File: config.mk
export PLATFORM = sky130hd
export DESIGN_NAME = burst_col_seq
export DESIGN_NICKNAME = d
export VERILOG_FILES = /design/src/rtl/bcs_pkg.sv /design/src/rtl/bcs_rst_sync.sv /design/src/rtl/bcs_mode_dec.sv /design/src/rtl/bcs_order_gen.sv /design/src/rtl/bcs_beat_ctl.sv /design/src/rtl/burst_col_seq.sv
export SDC_FILE = /design/constraint.sdc
export NUM_CORES = 1
export LEC_CHECK = 0
export ABC_AREA = 1
export BUFFER_PORTS_ARGS = -buffer_cell sky130_fd_sc_hd__buf_2
export CORE_MARGIN = 1
export CORE_UTILIZATION = 45
export DETAILED_ROUTE_END_ITERATION = 10
export PLACE_DENSITY = 0.73
export SYNTH_ARGS = -nofsm -noshare
export SYNTH_HDL_FRONTEND = slang
export SYNTH_HIERARCHICAL = 1
export SYNTH_SLANG_ARGS = --single-unit
File: constraint.sdc
create_clock -name clk -period 1.4 [get_ports clk]
set_input_delay 0.21 -clock clk [delete_from_list [all_inputs] [get_ports clk]]
set_output_delay 0.21 -clock clk [all_outputs]
set_load 0.03 [all_outputs]
File: src/rtl/bcs_pkg.sv
package bcs_pkg;

  localparam int unsigned MODE_W   = 4;
  localparam int unsigned MAX_BEATS = 8;
  localparam int unsigned IDX_W    = $clog2(MAX_BEATS);

  localparam logic [2:0] LEN_CODE_4 = 3'b010;
  localparam logic [2:0] LEN_CODE_8 = 3'b011;

  typedef struct packed {
    logic valid;  // length code is supported
    logic len8;   // 1: eight beats, 0: four beats
    logic ilv;    // 1: XOR order, 0: wrapping count
  } burst_mode_t;

endpackage

File: src/rtl/bcs_rst_sync.sv
module bcs_rst_sync #(
  parameter int unsigned STAGES = 2
) (
  input  logic clk,
  input  logic rst_n,
  output logic rst_n_sync
);

  logic [STAGES-1:0] chain_q;

  always_ff @(posedge clk or negedge rst_n) begin
    if (!rst_n) chain_q <= '0;
    else        chain_q <= {chain_q[STAGES-2:0], 1'b1};
  end

  assign rst_n_sync = chain_q[STAGES-1];

endmodule

File: src/rtl/bcs_mode_dec.sv
module bcs_mode_dec
  import bcs_pkg::*;
(
  input  logic [MODE_W-1:0] mode_word,
  output burst_mode_t       mode
);

  always_comb begin
    mode.ilv = mode_word[3];
    unique case (mode_word[2:0])
      LEN_CODE_4: begin mode.valid = 1'b1; mode.len8 = 1'b0; end
      LEN_CODE_8: begin mode.valid = 1'b1; mode.len8 = 1'b1; end
      default:    begin mode.valid = 1'b0; mode.len8 = 1'b0; end
    endcase
  end

endmodule

File: src/rtl/bcs_order_gen.sv
module bcs_order_gen
  import bcs_pkg::*;
#(
  parameter int unsigned COL_W = 10
) (
  input  logic [COL_W-1:0] base_col,
  input  logic [IDX_W-1:0] beat_idx,
  input  logic             len8,
  input  logic             ilv,
  output logic [COL_W-1:0] col
);

  logic [1:0] wrap_lo;

  // low pair counts with wrap inside a nibble in sequential mode
  assign wrap_lo = base_col[1:0] + beat_idx[1:0];

  for (genvar g = 0; g < COL_W; g++) begin : g_bit
    if (g < 2) begin : g_lo
      assign col[g] = ilv ? (base_col[g] ^ beat_idx[g]) : wrap_lo[g];
    end else if (g == 2) begin : g_nib
      // nibble select: toggles with beat bit 2 for length 8 in both orders
      assign col[g] = len8 ? (base_col[g] ^ beat_idx[2]) : base_col[g];
    end else begin : g_hi
      assign col[g] = base_col[g];
    end
  end

endmodule

File: src/rtl/bcs_beat_ctl.sv
module bcs_beat_ctl
  import bcs_pkg::*;
#(
  parameter int unsigned COL_W = 10
) (
  input  logic             clk,
  input  logic             rst_n,
  input  logic             start_vld,
  input  logic [COL_W-1:0] start_col,
  input  burst_mode_t      mode,
  output logic             busy,
  output logic             last_now,
  output logic [IDX_W-1:0] idx,
  output logic [COL_W-1:0] base_col,
  output logic             len8,
  output logic             ilv,
  output logic             rej_intr,
  output logic             rej_mode
);

  localparam logic [IDX_W-1:0] LAST4 = IDX_W'(3);
  localparam logic [IDX_W-1:0] LAST8 = IDX_W'(MAX_BEATS - 1);

  logic             busy_q, busy_d;
  logic [IDX_W-1:0] idx_q, idx_d;
  logic [COL_W-1:0] base_q;
  logic             len8_q, ilv_q;
  logic             rej_intr_q, rej_intr_d;
  logic             rej_mode_q, rej_mode_d;
  logic             can_take, accept;

  always_comb begin
    last_now   = busy_q && (idx_q == (len8_q ? LAST8 : LAST4));
    can_take   = !busy_q || last_now;
    accept     = start_vld && can_take && mode.valid;
    rej_intr_d = start_vld && !can_take;
    rej_mode_d = start_vld && can_take && !mode.valid;

    busy_d = busy_q;
    idx_d  = idx_q;
    if (accept) begin
      busy_d = 1'b1;
      idx_d  = '0;
    end else if (last_now) begin
      busy_d = 1'b0;
    end else if (busy_q) begin
      idx_d  = idx_q + 1'b1;
    end
  end

  always_ff @(posedge clk or negedge rst_n) begin
    if (!rst_n) begin
      busy_q     <= 1'b0;
      idx_q      <= '0;
      rej_intr_q <= 1'b0;
      rej_mode_q <= 1'b0;
    end else begin
      busy_q     <= busy_d;
      idx_q      <= idx_d;
      rej_intr_q <= rej_intr_d;
      rej_mode_q <= rej_mode_d;
    end
  end

  // request datapath: loaded only on acceptance, no reset needed
  always_ff @(posedge clk) begin
    if (accept) begin
      base_q <= start_col;
      len8_q <= mode.len8;
      ilv_q  <= mode.ilv;
    end
  end

  assign busy     = busy_q;
  assign idx      = idx_q;
  assign base_col = base_q;
  assign len8     = len8_q;
  assign ilv      = ilv_q;
  assign rej_intr = rej_intr_q;
  assign rej_mode = rej_mode_q;


  beat_cont_chk: assert property (@(posedge clk) disable iff (!rst_n)
    (busy_q && !last_now) |=> busy_q);


  burst_end_chk: assert property (@(posedge clk) disable iff (!rst_n)
    $fell(busy_q) |-> $past(last_now));


  intr_busy_chk: assert property (@(posedge clk) disable iff (!rst_n)
    rej_intr_q |-> busy_q);


  mode_idle_chk: assert property (@(posedge clk) disable iff (!rst_n)
    rej_mode_q |-> !busy_q);


  hold_req_chk: assert property (@(posedge clk) disable iff (!rst_n)
    (busy_q && !last_now) |=> ($stable(base_q) && $stable(len8_q) && $stable(ilv_q)));

endmodule

File: src/rtl/burst_col_seq.sv
module burst_col_seq
  import bcs_pkg::*;
#(
  parameter int unsigned COL_W = 10
) (
  input  logic             clk,
  input  logic             rst_n,
  input  logic             start_vld,
  input  logic [COL_W-1:0] start_col,
  input  logic [3:0]       mode_word,
  output logic             beat_vld,
  output logic [COL_W-1:0] beat_col,
  output logic             beat_last,
  output logic             rej_intr,
  output logic             rej_mode
);

  logic             rst_n_i;
  burst_mode_t      mode;
  logic             busy, last_now, len8, ilv;
  logic [IDX_W-1:0] idx;
  logic [COL_W-1:0] base_col;

  bcs_rst_sync #(.STAGES(2)) u_rst (
    .clk        (clk),
    .rst_n      (rst_n),
    .rst_n_sync (rst_n_i)
  );

  bcs_mode_dec u_dec (
    .mode_word (mode_word),
    .mode      (mode)
  );

  bcs_beat_ctl #(.COL_W(COL_W)) u_ctl (
    .clk       (clk),
    .rst_n     (rst_n_i),
    .start_vld (start_vld),
    .start_col (start_col),
    .mode      (mode),
    .busy      (busy),
    .last_now  (last_now),
    .idx       (idx),
    .base_col  (base_col),
    .len8      (len8),
    .ilv       (ilv),
    .rej_intr  (rej_intr),
    .rej_mode  (rej_mode)
  );

  bcs_order_gen #(.COL_W(COL_W)) u_gen (
    .base_col (base_col),
    .beat_idx (idx),
    .len8     (len8),
    .ilv      (ilv),
    .col      (beat_col)
  );

  assign beat_vld  = busy;
  assign beat_last = last_now;

endmodule

==> results.json <==
{
  "run_status": "complete, but fails checks",
  "violations": "negative setup slack",
  "vias": 632,
  "setup-tns-final_ns": -0.376,
  "synth_cell_types": 18,
  "hold_path.class": "in -> reg",
  "tritoncts": "done",
  "initial_core_util_pct": 49.3,
  "crit_top_cell": "buf_6",
  "setup_violations": 9,
  "critical_path.endpoint_type": "output port",
  "die_height_um": 46.0,
  "syn_nets": 99,
  "htreeDepth": 1,
  "utilization_pct": 67.0,
  "fp-row-count": 15,
  "ff2ff_setup_slack_ns": -0.02,
  "layout_worst_path_cycle_share_pct": 110,
  "final_area_um2": 1180,
  "yosysTopAreaCell": "edfxtp_1",
  "yosysSeqAreaShare_pct": 64.5,
  "layout_setup_ws_ns": -0.144,
  "syn_to_final_growth_pct": 35.8,
  "grt_pass1_wl_um": 2590,
  "vias_per_cell": 4.51,
  "dr.pass1.iters": 4,
  "total_power_uw": 2070,
  "synth_top_area_share_pct": 41.4,
  "io_pins": 31,
  "hold_depth": 1,
  "dieArea_um2": 2110,
  "crit_required_ns": 1.19,
  "coreArea_um2": 1760,
  "slew_violations": 0,
  "cp_max_fo": 2,
  "layout_min_cycle_time_ns": 1.54,
  "gp_congestion": 0.748,
  "hold_viol": 0,
  "wl_um": 1730,
  "clkTransAtPathRegs_ns": 0.11,
  "path_cells": "buf_6 > ha_4 > inv_2 > nor2_1 > nand3_1 > nand2_1 > inv_1 > buf_6",
  "synth.cell_area_um2": 870,
  "fin_skew_ns": 0.00393,
  "wl_per_cell_um": 12.4,
  "ir_drop_mv": 1.05,
  "cp_top_family": "flip-flops",
  "cap_violations": 0,
  "drive_gt1_share_pct": 45.2,
  "syn_inst": 80,
  "drcViolationCount": 0,
  "nets": 135,
  "drtIter0Drc": 8,
  "cp_slowest_stage_delay_ns": 0.41,
  "grt.total_usage_pct": 19.3,
  "cts.root.buffer_cell": "clkbuf_4",
  "cp_slowest_cell": "dfrtp_1",
  "worstSetupPathType": "reg -> out",
  "synth_seq_cells": 20,
  "overflow": 0,
  "insertion_delay_ns": 0.30,
  "hold_end": "u_ctl/base_col[0]",
  "dp_hpwl_um": 1180,
  "max_freq_ghz": 0.648,
  "ff2ff_path_depth": 6,
  "rr_startpoint": "u_ctl/idx[0]",
  "n_antenna_cell": 0,
  "die_width_um": 46.0,
  "ys.warnings.count": 6,
  "cp_num_buf_inv": 4,
  "portBuffers": 30,
  "cts_made_buffers": 3,
  "cts.sink_count": 20,
  "first_global_vias": 596,
  "cts.path.max_buffers": 2,
  "p_leak_uw": 0.000574,
  "dpl_cell_area_um2": 1010,
  "hp-start": "start_col[0]",
  "arrival_ns": 1.33,
  "rsz0062_at_grt": "yes",
  "grt_antenna_before_repair": 0,
  "yosys-top-cells-area": "edfxtp_1 41%, dfrtp_1 23%, buf_4 6.9%, inv_1 6.9%, nand2_1 6.5%",
  "syn_area_per_cell_um2": 10.9,
  "r2r_end": "u_ctl/base_col[4]",
  "start_kind": "flop",
  "p_per_area_nw_per_um2": 1750,
  "ant_nets": 0,
  "grt_max_degree": 12
}
## layer usage
metal	up-vias	track usage, %	wire (um)
met3	6	3.57	55
met4	0	13.5	60
met2	16	34.1	950
met5	-	0	0
li1	314	-	-
met1	296	20.2	662
## Yosys cell counts
cell type,instances
nor3_1,1
xor2_1,1
inv_1,16
nor2_2,1
o211ai_1,2
nand4_1,1
conb_1,1
a31oi_1,1
edfxtp_1,12
or2_1,1
nand3_2,1
ha_1,2
nand2_1,15
nand2_2,1
nand3_1,3
nor2_1,5
buf_4,8
dfrtp_1,8
## power breakdown
group | switching, uW | leakage (uW) | internal, uW | total, uW
Sequential | 87.9 | 0.000207 | 731 | 819
Combinational | 546 | 0.000351 | 435 | 982
Clock | 167 | 0.0000154 | 104 | 271
## area by class of cell
| cell class | instances | area (um2) |
|---|---|---|
| inverter | 16 | 65.1 |
| clock buffer | 3 | 22.5 |
| tap | 25 | 31.3 |
| clock inverter | 1 | 3.75 |
| timing repair inverter | 1 | 7.51 |
| fill | 140 | 583 |
| multi-input combinational | 36 | 249 |
| timing repair buffer | 38 | 241 |
| sequential | 20 | 561 |
## stage by stage
stage          instances  setup WS [ns]  hold slack (ns)
2_1_floorplan         80        0.00782          -0.0856
3_3_place_gp         130         0.0478         -0.00602
3_5_place_dp         130    -0.00000699         -0.00381
4_1_cts              139         -0.138           0.0761
5_1_grt              140         -0.204           0.0676
6_report             140         -0.144           0.0779
## cells by family (layout without fill, tap and decap cells)
| family | count (synthesis) | in the layout | share of synthesized area [%] |
|---|---|---|---|
| other | 1 | 1 | 0.431 |
| xor gates and xnor gates | 1 | 1 | 1.01 |
| AOI/OAI and AO/OA | 3 | 3 | 2.45 |
| buffers and inverters | 24 | 59 | 13.8 |
| and+or+nand+nor | 29 | 29 | 15.0 |
| DFF | 20 | 20 | 64.5 |
| adders and majority gates | 2 | 2 | 2.88 |
## worst register-to-register path: stages (launching register included)
cell        delay, ns
dfrtp_1          0.41
buf_4            0.15
ha_4             0.16
nand3_4          0.09
nand2_4          0.06
nand3_4          0.11
clkinvlp_4       0.18
## flip-flops by register name (all words and copies together), names as in the netlist
name	flops
u_ctl/idx	3
u_ctl/rej_mode	1
u_ctl/base_col	10
u_ctl/rej_intr	1
u_rst/chain_q	2
u_ctl/busy	1
u_ctl/len8	1
u_ctl/ilv	1
## placed cells by master, fill, tap and decap left out
master,instances
o211ai_1,2
conb_1,1
nor2_1,4
clkbuf_4,3
nand3_2,1
nand4_1,1
nor3_1,1
nand3_1,1
clkinvlp_4,1
dfrtp_1,8
nor2_2,2
nand2_1,14
inv_6,1
buf_4,6
nand2_4,1
dlygate4sd3_1,1
nand2_2,1
edfxtp_1,12
ha_4,2
or2_1,1
a31oi_1,1
buf_6,5
inv_2,1
buf_2,26
inv_1,14
xor2_1,1
nand3_4,2
clkinv_1,1
## worst max path at each step
| stage | from | end | slack [ns] | cells past startpoint |
|---|---|---|---|---|
| after CTS | u_ctl/idx[0] | beat_col[1] | -0.14 | 8 |
| after detailed placement | u_ctl/idx[0] | u_ctl/base_col[6] | -0.000007 | 5 |
| final | u_ctl/idx[0] | beat_col[1] | -0.14 | 8 |
| after floorplan | u_ctl/idx[1] | u_ctl/base_col[0] | 0.008 | 5 |
| after global placement | u_ctl/idx[0] | u_ctl/base_col[8] | 0.05 | 5 |
| after global routing | u_ctl/idx[0] | beat_col[1] | -0.20 | 8 |
## timing repair
item                       4_1_cts  5_1_grt
setup buffers                    3        1
pin swaps                        1        2
hold buffers                     1        0
setup endpoints to repair       16       17
gates resized for setup         15        8
gates cloned                     1        0
hold endpoints to repair         2        0
No activity file was read; power rests on OpenSTA's default activity.
